**src/rtl/lcd_tg_pkg.sv**
```systemverilog
package lcd_tg_pkg;
  localparam int ADDR_W = 4;

  localparam int A_CFG   = 0;
  localparam int A_PAIR0 = 1;
  localparam int A_CTRL  = 12;
  localparam int A_STAT  = 13;

  // pair index, address = A_PAIR0 + index
  localparam int PR_VS   = 0;
  localparam int PR_HS   = 1;
  localparam int PR_TOT  = 2;
  localparam int PR_HA   = 3;
  localparam int PR_VA   = 4;
  localparam int PR_STB0 = 5;

  localparam int CFG_VS_LOW  = 8;
  localparam int CFG_DE_LOW  = 9;
  localparam int CFG_FALL    = 10;
  localparam int CFG_HS_LOW  = 11;
  localparam int CFG_STB_POL = 12;
  localparam int CFG_STB_OFF = 20;

  localparam int CT_EN     = 3;
  localparam int CT_DIS    = 4;
  localparam int CT_IE_SOF = 12;
  localparam int CT_IE_EOF = 13;

  localparam int ST_OFF = 0;
  localparam int ST_SOF = 4;
  localparam int ST_EOF = 5;

  localparam logic [31:0] CFG_MASK  = 32'h00F0_FF00;
  localparam logic [31:0] CTRL_MASK = 32'h0000_3018;
endpackage

```
**src/rtl/lcd_tg_window.sv**
```systemverilog
module lcd_tg_window #(
  parameter int POS_W = 10
) (
  input  logic [POS_W-1:0] pos_i,
  input  logic [POS_W-1:0] start_i,
  input  logic [POS_W-1:0] end_i,
  output logic             hit_o
);
  assign hit_o = (pos_i >= start_i) && (pos_i < end_i);
endmodule

```
**src/rtl/lcd_tg_regs.sv**
```systemverilog
module lcd_tg_regs
  import lcd_tg_pkg::*;
#(
  parameter int POS_W = 10,
  parameter int NPAIR = 9
) (
  input  logic                            clk_i,
  input  logic                            rst_ni,
  input  logic                            we_i,
  input  logic [ADDR_W-1:0]               addr_i,
  input  logic [31:0]                     wdata_i,
  input  logic                            run_i,
  input  logic                            stop_i,
  input  logic                            sof_evt_i,
  input  logic                            eof_evt_i,
  output logic [31:0]                     cfg_o,
  output logic [31:0]                     ctrl_o,
  output logic [NPAIR-1:0][1:0][POS_W-1:0] pair_o,
  output logic                            flag_sof_o,
  output logic                            flag_eof_o,
  output logic [31:0]                     rdata_o
);
  localparam int PAD_W = 16 - POS_W;

  logic [31:0] cfg_q, ctrl_q;
  logic [NPAIR-1:0][1:0][POS_W-1:0] pair_q;
  logic flag_sof_q, flag_eof_q;
  logic wr_cfg, wr_ctrl, wr_stat;

  assign wr_cfg  = we_i && (addr_i == ADDR_W'(A_CFG));
  assign wr_ctrl = we_i && (addr_i == ADDR_W'(A_CTRL));
  assign wr_stat = we_i && (addr_i == ADDR_W'(A_STAT));

  always_ff @(posedge clk_i or negedge rst_ni) begin
    if (!rst_ni) cfg_q <= '0;
    else if (wr_cfg) cfg_q <= wdata_i & CFG_MASK;
  end

  always_ff @(posedge clk_i or negedge rst_ni) begin
    if (!rst_ni) ctrl_q <= '0;
    else if (stop_i) begin
      ctrl_q[CT_EN]  <= 1'b0;
      ctrl_q[CT_DIS] <= 1'b0;
    end else if (wr_ctrl) ctrl_q <= wdata_i & CTRL_MASK;
  end

  for (genvar p = 0; p < NPAIR; p++) begin : g_pair
    logic wr_p;
    assign wr_p = we_i && (addr_i == ADDR_W'(A_PAIR0 + p));
    always_ff @(posedge clk_i or negedge rst_ni) begin
      if (!rst_ni) pair_q[p] <= '0;
      else if (wr_p) begin
        pair_q[p][1] <= wdata_i[16 +: POS_W];
        pair_q[p][0] <= wdata_i[0 +: POS_W];
      end
    end
  end

  // clear-by-zero; an event in the same cycle wins
  always_ff @(posedge clk_i or negedge rst_ni) begin
    if (!rst_ni) begin
      flag_sof_q <= 1'b0;
      flag_eof_q <= 1'b0;
    end else begin
      flag_sof_q <= (flag_sof_q & (~wr_stat | wdata_i[ST_SOF])) | sof_evt_i;
      flag_eof_q <= (flag_eof_q & (~wr_stat | wdata_i[ST_EOF])) | eof_evt_i;
    end
  end

  always_comb begin
    rdata_o = '0;
    if (addr_i == ADDR_W'(A_CFG))  rdata_o = cfg_q;
    if (addr_i == ADDR_W'(A_CTRL)) rdata_o = ctrl_q;
    if (addr_i == ADDR_W'(A_STAT)) begin
      rdata_o[ST_OFF] = ~run_i;
      rdata_o[ST_SOF] = flag_sof_q;
      rdata_o[ST_EOF] = flag_eof_q;
    end
    for (int p = 0; p < NPAIR; p++) begin
      if (addr_i == ADDR_W'(A_PAIR0 + p))
        rdata_o = {{PAD_W{1'b0}}, pair_q[p][1], {PAD_W{1'b0}}, pair_q[p][0]};
    end
  end

  assign cfg_o      = cfg_q;
  assign ctrl_o     = ctrl_q;
  assign pair_o     = pair_q;
  assign flag_sof_o = flag_sof_q;
  assign flag_eof_o = flag_eof_q;
endmodule

```
**src/rtl/lcd_tg_core.sv**
```systemverilog
module lcd_tg_core
  import lcd_tg_pkg::*;
#(
  parameter int POS_W = 10,
  parameter int NPAIR = 9
) (
  input  logic                            clk_i,
  input  logic                            rst_ni,
  input  logic                            en_i,
  input  logic                            dis_i,
  input  logic [31:0]                     cfg_i,
  input  logic [NPAIR-1:0][1:0][POS_W-1:0] pair_i,
  output logic                            run_o,
  output logic                            stop_o,
  output logic                            frame_last_o,
  output logic                            sof_o,
  output logic [POS_W-1:0]                h_o,
  output logic [POS_W-1:0]                v_o,
  output logic [31:0]                     cfg_sh_o,
  output logic [NPAIR-1:0][1:0][POS_W-1:0] pair_sh_o
);
  logic run_q;
  logic [POS_W-1:0] h_q, v_q;
  logic [31:0] cfg_sh_q;
  logic [NPAIR-1:0][1:0][POS_W-1:0] pair_sh_q;
  logic h_last, v_last, frame_last, start, stop, load;

  assign h_last     = ({1'b0, h_q} + 1'b1) >= {1'b0, pair_sh_q[PR_TOT][1]};
  assign v_last     = ({1'b0, v_q} + 1'b1) >= {1'b0, pair_sh_q[PR_TOT][0]};
  assign frame_last = run_q && h_last && v_last;
  assign start      = !run_q && en_i && !dis_i;
  assign stop       = frame_last && dis_i;
  assign load       = !run_q || frame_last;

  always_ff @(posedge clk_i or negedge rst_ni) begin
    if (!rst_ni) begin
      run_q <= 1'b0;
      h_q   <= '0;
      v_q   <= '0;
    end else if (start) begin
      run_q <= 1'b1;
      h_q   <= '0;
      v_q   <= '0;
    end else if (run_q) begin
      if (stop) begin
        run_q <= 1'b0;
        h_q   <= '0;
        v_q   <= '0;
      end else if (h_last) begin
        h_q <= '0;
        v_q <= v_last ? '0 : v_q + 1'b1;
      end else begin
        h_q <= h_q + 1'b1;
      end
    end
  end

  // geometry is latched only between frames
  always_ff @(posedge clk_i or negedge rst_ni) begin
    if (!rst_ni) begin
      cfg_sh_q  <= '0;
      pair_sh_q <= '0;
    end else if (load) begin
      cfg_sh_q  <= cfg_i;
      pair_sh_q <= pair_i;
    end
  end

  assign run_o        = run_q;
  assign stop_o       = stop;
  assign frame_last_o = frame_last;
  assign sof_o        = run_q && (h_q == '0) && (v_q == '0);
  assign h_o          = h_q;
  assign v_o          = v_q;
  assign cfg_sh_o     = cfg_sh_q;
  assign pair_sh_o    = pair_sh_q;
endmodule

```
**src/rtl/lcd_timing_gen.sv**
```systemverilog
module lcd_timing_gen
  import lcd_tg_pkg::*;
#(
  parameter int POS_W = 10,
  parameter int NSTB  = 4
) (
  input  logic              clk_i,
  input  logic              rst_ni,
  input  logic              we_i,
  input  logic [ADDR_W-1:0] addr_i,
  input  logic [31:0]       wdata_i,
  output logic [31:0]       rdata_o,
  output logic              hsync_o,
  output logic              vsync_o,
  output logic              de_o,
  output logic              pclk_fall_o,
  output logic [POS_W-1:0]  pix_x_o,
  output logic [POS_W-1:0]  pix_y_o,
  output logic [NSTB-1:0]   strobe_o,
  output logic              irq_sof_o,
  output logic              irq_eof_o
);
  localparam int NPAIR = PR_STB0 + NSTB;

  logic [31:0] cfg, ctrl, cfg_sh;
  logic [NPAIR-1:0][1:0][POS_W-1:0] pair, pair_sh;
  logic flag_sof, flag_eof;
  logic run, stop, frame_last, sof_evt;
  logic [POS_W-1:0] h_cnt, v_cnt;
  logic hit_hs, hit_vs, hit_ha, hit_va, de_act;
  logic [NSTB-1:0] hit_stb;

  lcd_tg_regs #(.POS_W(POS_W), .NPAIR(NPAIR)) u_regs (
    .clk_i, .rst_ni, .we_i, .addr_i, .wdata_i,
    .run_i(run), .stop_i(stop), .sof_evt_i(sof_evt), .eof_evt_i(frame_last),
    .cfg_o(cfg), .ctrl_o(ctrl), .pair_o(pair),
    .flag_sof_o(flag_sof), .flag_eof_o(flag_eof), .rdata_o
  );

  lcd_tg_core #(.POS_W(POS_W), .NPAIR(NPAIR)) u_core (
    .clk_i, .rst_ni, .en_i(ctrl[CT_EN]), .dis_i(ctrl[CT_DIS]),
    .cfg_i(cfg), .pair_i(pair),
    .run_o(run), .stop_o(stop), .frame_last_o(frame_last), .sof_o(sof_evt),
    .h_o(h_cnt), .v_o(v_cnt), .cfg_sh_o(cfg_sh), .pair_sh_o(pair_sh)
  );

  lcd_tg_window #(.POS_W(POS_W)) u_win_hs (
    .pos_i(h_cnt), .start_i(pair_sh[PR_HS][1]), .end_i(pair_sh[PR_HS][0]), .hit_o(hit_hs));
  lcd_tg_window #(.POS_W(POS_W)) u_win_vs (
    .pos_i(v_cnt), .start_i(pair_sh[PR_VS][1]), .end_i(pair_sh[PR_VS][0]), .hit_o(hit_vs));
  lcd_tg_window #(.POS_W(POS_W)) u_win_ha (
    .pos_i(h_cnt), .start_i(pair_sh[PR_HA][1]), .end_i(pair_sh[PR_HA][0]), .hit_o(hit_ha));
  lcd_tg_window #(.POS_W(POS_W)) u_win_va (
    .pos_i(v_cnt), .start_i(pair_sh[PR_VA][1]), .end_i(pair_sh[PR_VA][0]), .hit_o(hit_va));

  for (genvar s = 0; s < NSTB; s++) begin : g_stb
    lcd_tg_window #(.POS_W(POS_W)) u_win_stb (
      .pos_i(h_cnt), .start_i(pair_sh[PR_STB0+s][1]), .end_i(pair_sh[PR_STB0+s][0]),
      .hit_o(hit_stb[s]));
    assign strobe_o[s] = (run & hit_stb[s] & ~cfg_sh[CFG_STB_OFF+s]) ^ cfg_sh[CFG_STB_POL+s];
  end

  assign de_act      = run & hit_ha & hit_va;
  assign hsync_o     = (run & hit_hs) ^ cfg_sh[CFG_HS_LOW];
  assign vsync_o     = (run & hit_vs) ^ cfg_sh[CFG_VS_LOW];
  assign de_o        = de_act ^ cfg_sh[CFG_DE_LOW];
  assign pclk_fall_o = cfg_sh[CFG_FALL];
  assign pix_x_o     = de_act ? h_cnt - pair_sh[PR_HA][1] : '0;
  assign pix_y_o     = de_act ? v_cnt - pair_sh[PR_VA][1] : '0;
  assign irq_sof_o   = flag_sof & ctrl[CT_IE_SOF];
  assign irq_eof_o   = flag_eof & ctrl[CT_IE_EOF];
endmodule

```
**config.mk**
```make
export PLATFORM = sky130hd
export DESIGN_NAME = lcd_timing_gen
export DESIGN_NICKNAME = d
export VERILOG_FILES = /design/src/rtl/lcd_tg_pkg.sv /design/src/rtl/lcd_tg_window.sv /design/src/rtl/lcd_tg_regs.sv /design/src/rtl/lcd_tg_core.sv /design/src/rtl/lcd_timing_gen.sv
export SDC_FILE = /design/constraint.sdc
export NUM_CORES = 1
export LEC_CHECK = 0
export ABC_AREA = 1
export CORE_ASPECT_RATIO = 0.75
export CORE_UTILIZATION = 52
export DETAILED_ROUTE_END_ITERATION = 8
export HOLD_SLACK_MARGIN = 0.05
export PLACE_DENSITY_LB_ADDON = 0.25
export SYNTH_ARGS = -nofsm -noshare
export SYNTH_HDL_FRONTEND = slang
export SYNTH_SLANG_ARGS = --single-unit
```
**constraint.sdc**
```tcl
create_clock -name clk_i -period 3.2 [get_ports clk_i]
set_input_delay 0.32 -clock clk_i [delete_from_list [all_inputs] [get_ports clk_i]]
set_output_delay 0.32 -clock clk_i [all_outputs]
set_load 0.02 [all_outputs]
```
-- After elaboration in Yosys (flattened, before gate mapping)
Cells that the tools add are included.
- bitwise gates (word level): 34
- equal/unequal tests: 11
- $lt $le $gt $ge: 18
- reduce and logical (&&, ||, !) cells: 38
- add/subtract/negate cells: 6
- multiplexer cells: 29
- operators by type and width (operator ; count):
    2-to-1 mux 26 bit ; 9
    2-to-1 mux 10 bit ; 11
    >= comparator 10 bit ; 8
    less-than comparator 10 bit ; 8
    2-to-1 mux 24 bit ; 2
    logical AND 1 bit ; 27
    adder 10 x 1 -> 11 bit, second input constant ; 2
    >= comparator 11 x 10 -> 1 bit ; 2
    adder 10 x 1 -> 10 bit, second input constant ; 2
    zero test 10 bit ; 2
    subtractor 10 bit ; 2
    bitwise AND 1 bit ; 16
    equality test 4 x 3 -> 1 bit, second input constant ; 4
    equality test 4 bit, second input constant ; 4
    equality test 4 x 2 -> 1 bit, second input constant ; 2
    NOT 1 bit ; 7
    XOR 1 bit ; 7
    2-to-1 mux 5 bit ; 1
    equality test 4 x 1 -> 1 bit, second input constant ; 1
    zero test 4 bit ; 1
    2-to-1 mux 1 bit ; 4
    2-to-1 mux 2 bit ; 2
    bitwise OR 1 bit ; 4
    AND reduction 2 bit ; 2
    4 further kinds ; 6
- word-level logic and storage cells: 181
- flip-flop bits (word level): 411

-- Logic depth before layout (Yosys ltp)
Gate-level depths: netlist of run 1.
- word-level depth: 13
- depth in mapped cells: 21

-- Cells and area by module
A second synthesis of run 1 with hierarchy kept.
- cells, all modules: 3242
- area, all modules: 24679.9 um^2
- by module, submodules not included (module ; cells an instance ; times used ; area each (um^2)):
    lcd_tg_core ; 1189 ; 1 ; 10222.3
    lcd_tg_regs ; 1101 ; 1 ; 9051.2
    lcd_tg_window ; 91 ; 8 ; 528.0
    lcd_timing_gen ; 224 ; 1 ; 1182.4

-- Worst setup path after synthesis of run 1
OpenSTA, ideal clock, no wires.
- kind: register -> register
- from: register u_core.h_q[1], in the netlist u_core.h_o[1]
- to: register u_core.pair_sh_q, in the netlist u_core.pair_sh_o[178]
- stages on the path, launching flop included: 21
- data arrival time: 2.927 ns
- data required time: 3.083 ns
- setup slack: 0.157 ns
- library setup time: 0.117 ns
- path through: dfrtp_1 > inv_1 > nor3_1 > nand2_1 > nor2_1 > nand3_1 > nor2_1 > xor2_1 > ha_1 > inv_1 > o211ai_2 > nor2_4 > nand3_4 > nand2_4 > inv_2 > nand2_4 > nand2_4 > buf_6 > buf_6 > nand2_1 > nand2_1
- longest elaborated chain between the ends: 5
- ends and longest elaborated chain (what ; line ; source):
    start: declaration ; lcd_tg_core.sv:23 ; logic [POS_W-1:0] h_q, v_q;
    start signal: assignment ; lcd_tg_core.sv:53 ; h_q <= h_q + 1'b1;
    adder 10 x 1 -> 11 bit ; lcd_tg_core.sv:28 ; assign h_last = ({1'b0, h_q} + 1'b1) >= {1'b0, pair_sh_q[PR_TOT][1]};
    >= comparator 11 x 10 -> 1 bit ; lcd_tg_core.sv:28 ;
    logical AND 1 bit (2 in a row) ; lcd_tg_core.sv:30 ; assign frame_last = run_q && h_last && v_last;
    logical OR 1 bit ; lcd_tg_core.sv:33 ; assign load = !run_q || frame_last;
    end signal: assignment ; lcd_tg_core.sv:65 ; pair_sh_q <= pair_i;
    end: declaration ; lcd_tg_core.sv:25 ; logic [NPAIR-1:0][1:0][POS_W-1:0] pair_sh_q;
No other way between the ends.
A chain may end at the register's enable or synchronous reset.

-- Final worst setup path of run 1
- from: register u_core.v_q[2], in the netlist u_core.v_o[2]
- to: output pix_y_o[3]
- longest elaborated chain between the ends: 4
- elaborated cells on any way between the ends: 6
- ends and longest elaborated chain (what ; line ; source):
    start: declaration ; lcd_tg_core.sv:23 ;
    start signal: assignment ; lcd_tg_core.sv:51 ; v_q <= v_last ? '0 : v_q + 1'b1;
    >= comparator 10 bit or less-than comparator 10 bit (tied branches) ; lcd_tg_window.sv:9 ; assign hit_o = (pos_i >= start_i) && (pos_i < end_i);
    logical AND 1 bit ; lcd_tg_window.sv:9 ;
    bitwise AND 1 bit ; lcd_timing_gen.sv:63 ; assign de_act = run & hit_ha & hit_va;
    2-to-1 mux 10 bit * ; lcd_timing_gen.sv:69 ; assign pix_y_o = de_act ? v_cnt - pair_sh[PR_VA][1] : '0;
    end: declaration ; lcd_timing_gen.sv:18 ; output logic [POS_W-1:0] pix_y_o,
Every way passes the cells marked *; elsewhere a longest branch is shown, timed or not.

==> run_results.csv, run 1 <==
group,metric,value,unit
yosys,synth-edff-count,0,
yosys,ys_async_sr_fraction,100,%
yosys,synthCells,2806,
cts,cts_tree,"built",
detailed_routing,drc,0,
outcome,outcome,"finished, final reports clean",
worst_setup_path,critical_path.startpoint,"u_core.v_o[2]",
cts,cts_inserted_buffers,43,
detailed_routing,wl_per_cell,21.5,um
yosys,synth_top_area_share,45.7,%
die,die-area,0.0442,sq mm
yosys,ys_types,45,
cts,h-tree-depth,2,
timing,worst_hold_slack,0.309,ns
yosys,syn_area,0.0225,sq mm
timing,finalSetupViolations,0,
final_layout,nNetsFinal,3206,
cts,clkTransAtPathRegs,0.06,ns
yosys,ys.flop_type,"dfrtp_1",
global_route,grt_pass1_vias,19700,
die,core_area,0.0424,sq mm
placed_design,place.port_buffers,88,
placed_design,hpwl,54.3,mm
cts,cts_root_buf,"clkbuf_16",
cts,clockBufferDepth,3,
cts,cts_sinks,411,
worst_setup_path,criticalPathCategory,"reg2out",
worst_setup_path,cp-end-kind,"output port",
power,power.total,25.0,mW
global_route,track_usage,34.7,%
yosys,yosysWarningCount,0,
power,ir_drop,0.000471,V
die,initial_utilization,53.2,%
yosys,ys_seq_area_share,45.7,%
worst_setup_path,cp-start-kind,"register",
worst_setup_path,crit_required,2.88,ns
global_route,grt_pass1_wl,116,mm
worst_setup_path,worstPathArrival,2.87,ns
final_layout,area_growth,20.6,%
flow_run,cap_violations,0,
detailed_routing,vias_per_cell,5.81,
detailed_routing,first_iter_violations,2397,
global_route,antenna_found_initial,3,
timing,rsz0062_at_grt,"true",
timing,fmax,314,MHz
timing,finalClockSkew,0.0192,ns
die,die_w,242,um
worst_setup_path,reg2reg_depth,21,
global_route,grt_max_degree,87,
cts,clk_latency,0.56,ns
worst_setup_path,cp_max_fo,6,
timing,finalHoldViolCount,0,
placed_design,gp_congestion,0.953,
detailed_routing,ant_nets,0,
yosys,avgSynthCellArea,8.03,sq um
worst_setup_path,r2r_end,"u_core.pair_sh_o[41]",
global_route,grt_overflow_total,0,
timing,tns,0,ns
yosys,yosys.area.top_type,"dfrtp_1",
worst_setup_path,rrSetupSlack,0.11,ns
die,placementRows,65,
worst_setup_path,reg2reg_from,"u_core.h_o[1]",
timing,slew_viol_final,0,
final_layout,drive_gt1_share,12.4,%
timing,period_minus_slack,3.19,ns
detailed_routing,firstDrtPassIters,6,
worst_setup_path,crit_end,"pix_y_o[3]",
yosys,synthTopCellsByArea,"dfrtp_1, nand2_1, ha_1",
timing,relSlewSlack,35.8,%
detailed_routing,via_count,20800,
timing,tightest_slew,0.963,ns
power,p_per_area,922,mW/mm^2
yosys,synth_seq_cells,411,
hold_path,min_path_type,"in2async",
detailed_routing,wl,77.2,mm
power,p_leak,14.1,nW
timing,period_share,99.6,%
die,ioPinCount,101,
die,die_h,182,um
-- kinds of logic (layout without fill, tap and decap cells) --
| group | Yosys count | in the layout | share of synthesized area, % |
|---|---|---|---|
| fa+ha+maj | 178 | 178 | 9.95 |
| simple gates | 1354 | 1354 | 25.1 |
| buf+inv | 424 | 632 | 8.21 |
| xor+xnor | 32 | 32 | 1.24 |
| flops | 411 | 411 | 45.7 |
| mux | 2 | 2 | 0.100 |
| compound gates | 404 | 404 | 9.77 |
| other cells | 1 | 7 | 0.0166 |
-- worst min-delay path by stage --
| stage | slack [ns] | cells after the start | end |
|---|---|---|---|
| after floorplan | 0.02 | 0 | u_core.cfg_sh_o[10] |
| after global placement | 0.32 | 1 | u_core.h_o[7] |
| after detailed placement | 0.32 | 1 | u_core.h_o[8] |
| after CTS | 0.34 | 3 | u_regs.cfg_o[10] |
| after global routing | 0.36 | 2 | u_core.h_o[8] |
| final | 0.31 | 2 | u_core.h_o[8] |
-- flip-flops by register name, indices dropped and copies added (netlist names) --
signal,flops
u_core.pair_sh_o,180
u_regs.pair_o,180
u_core.cfg_sh_o,12
u_regs.cfg_o,12
u_core.h_o,10
u_core.v_o,10
u_regs.ctrl_o,4
u_core.run_o,1
u_regs.flag_eof_o,1
u_regs.flag_sof_o,1
-- critical path, cell delays in order, from the launching register on --
cell and delay [ns]:
dfrtp_1 0.43, buf_6 0.17, ha_1 0.20, a21oi_2 0.14, nor2_1 0.06, a211oi_2 0.21, o21ai_1 0.08, nor2_1 0.21
nand2_1 0.12, nor2_2 0.15, inv_2 0.10, clkbuf_16 0.17, nor2_1 0.08, buf_2 0.16
-- placed cells by master, fill, tap and decap left out, types with 8 or more instances in the layout --
cell,instances
nand2_1,883
dfrtp_1,406
inv_1,287
nand3_1,244
o21ai_0,231
ha_1,157
buf_4,129
nor2_1,97
a21oi_1,90
nand4_1,54
clkbuf_16,49
clkdlybuf4s50_1,40
buf_12,40
xor2_1,22
nand2_2,18
clkbuf_1,16
ha_4,15
dlymetal6s2s_1,14
a211oi_1,13
buf_6,12
buf_2,12
nor4_1,11
o21a_1,11
a21oi_2,10
nor2_2,9
nor2_4,9
xnor2_1,8
clkbuf_8,8
-- metrics by stage --
stage | std cells | util (%) | cell area [sq um] | setup WS (ns)
CTS | 3572 | 62.5 | 26500 | -0.0201
finish | 3589 | 64.1 | 27200 | 0.0131
detailed placement | 3489 | 59.1 | 25000 | -0.179
global route | 3588 | 64.1 | 27200 | -0.0843
global placement | 3489 | 59.1 | 25000 | -0.192
floorplan | 2811 | - | 22500 | 0.157
-- synth_stat cells (5+ instances only) --
| cell | instances |
|---|---|
| nand3_1 | 249 |
| nor3_1 | 12 |
| nand2_1 | 902 |
| buf_6 | 21 |
| nand4_1 | 54 |
| inv_1 | 291 |
| xor2_1 | 24 |
| o211ai_1 | 7 |
| o2111ai_1 | 6 |
| xnor2_1 | 8 |
| clkbuf_1 | 79 |
| buf_4 | 22 |
| o21a_1 | 11 |
| a21oi_1 | 100 |
| ha_1 | 176 |
| o21ai_0 | 238 |
| buf_2 | 5 |
| nor2_1 | 113 |
| dfrtp_1 | 411 |
| a211oi_1 | 15 |
| nor4_1 | 12 |
| a31oi_1 | 5 |
-- where the power goes --
group	switching [mW]	total, mW	leakage [nW]	internal (mW)
Combinational	7.53	12.4	8.15	4.82
Clock	2.11	4.88	0.655	2.76
Sequential	1.15	7.82	5.29	6.67
-- repair_timing --
item,CTS,global route
cloned,1,5
setup buffers,6,11
hold buffers,1,0
setup endpoints to repair,117,247
pin swaps,4,25
endpoints found under the hold margin,55,0
gates resized for setup,136,132
-- area by class of cell --
type                    instances  area [sq um]
diodes                          1          2.50
clock buffers                  69          1300
multi-input cells            1976         11000
inverters                     294          1100
flip-flops and latches        411         10300
fillers                      3589         15200
repair buffers                263          2760
well taps                     569           712
clock inverters                 6          33.8
-- routing by layer --
layer / up-vias / track usage [%] / wire length, um
li1: 9531 / - / -
met1: 10100 / 49.7 / 33100
met2: 1065 / 49.0 / 31900
met3: 159 / 11.8 / 9630
met4: 6 / 11.8 / 2470
met5: - / 0 / 55
No activity file was read; power rests on OpenSTA's default activity.
==> inputs of run 2 (changes only) <==
Settings changed: CTS_CLUSTER_SIZE set to 16.
==> results of run 2 <==
Final layout, timing and power as in run 1 (identical DEF).
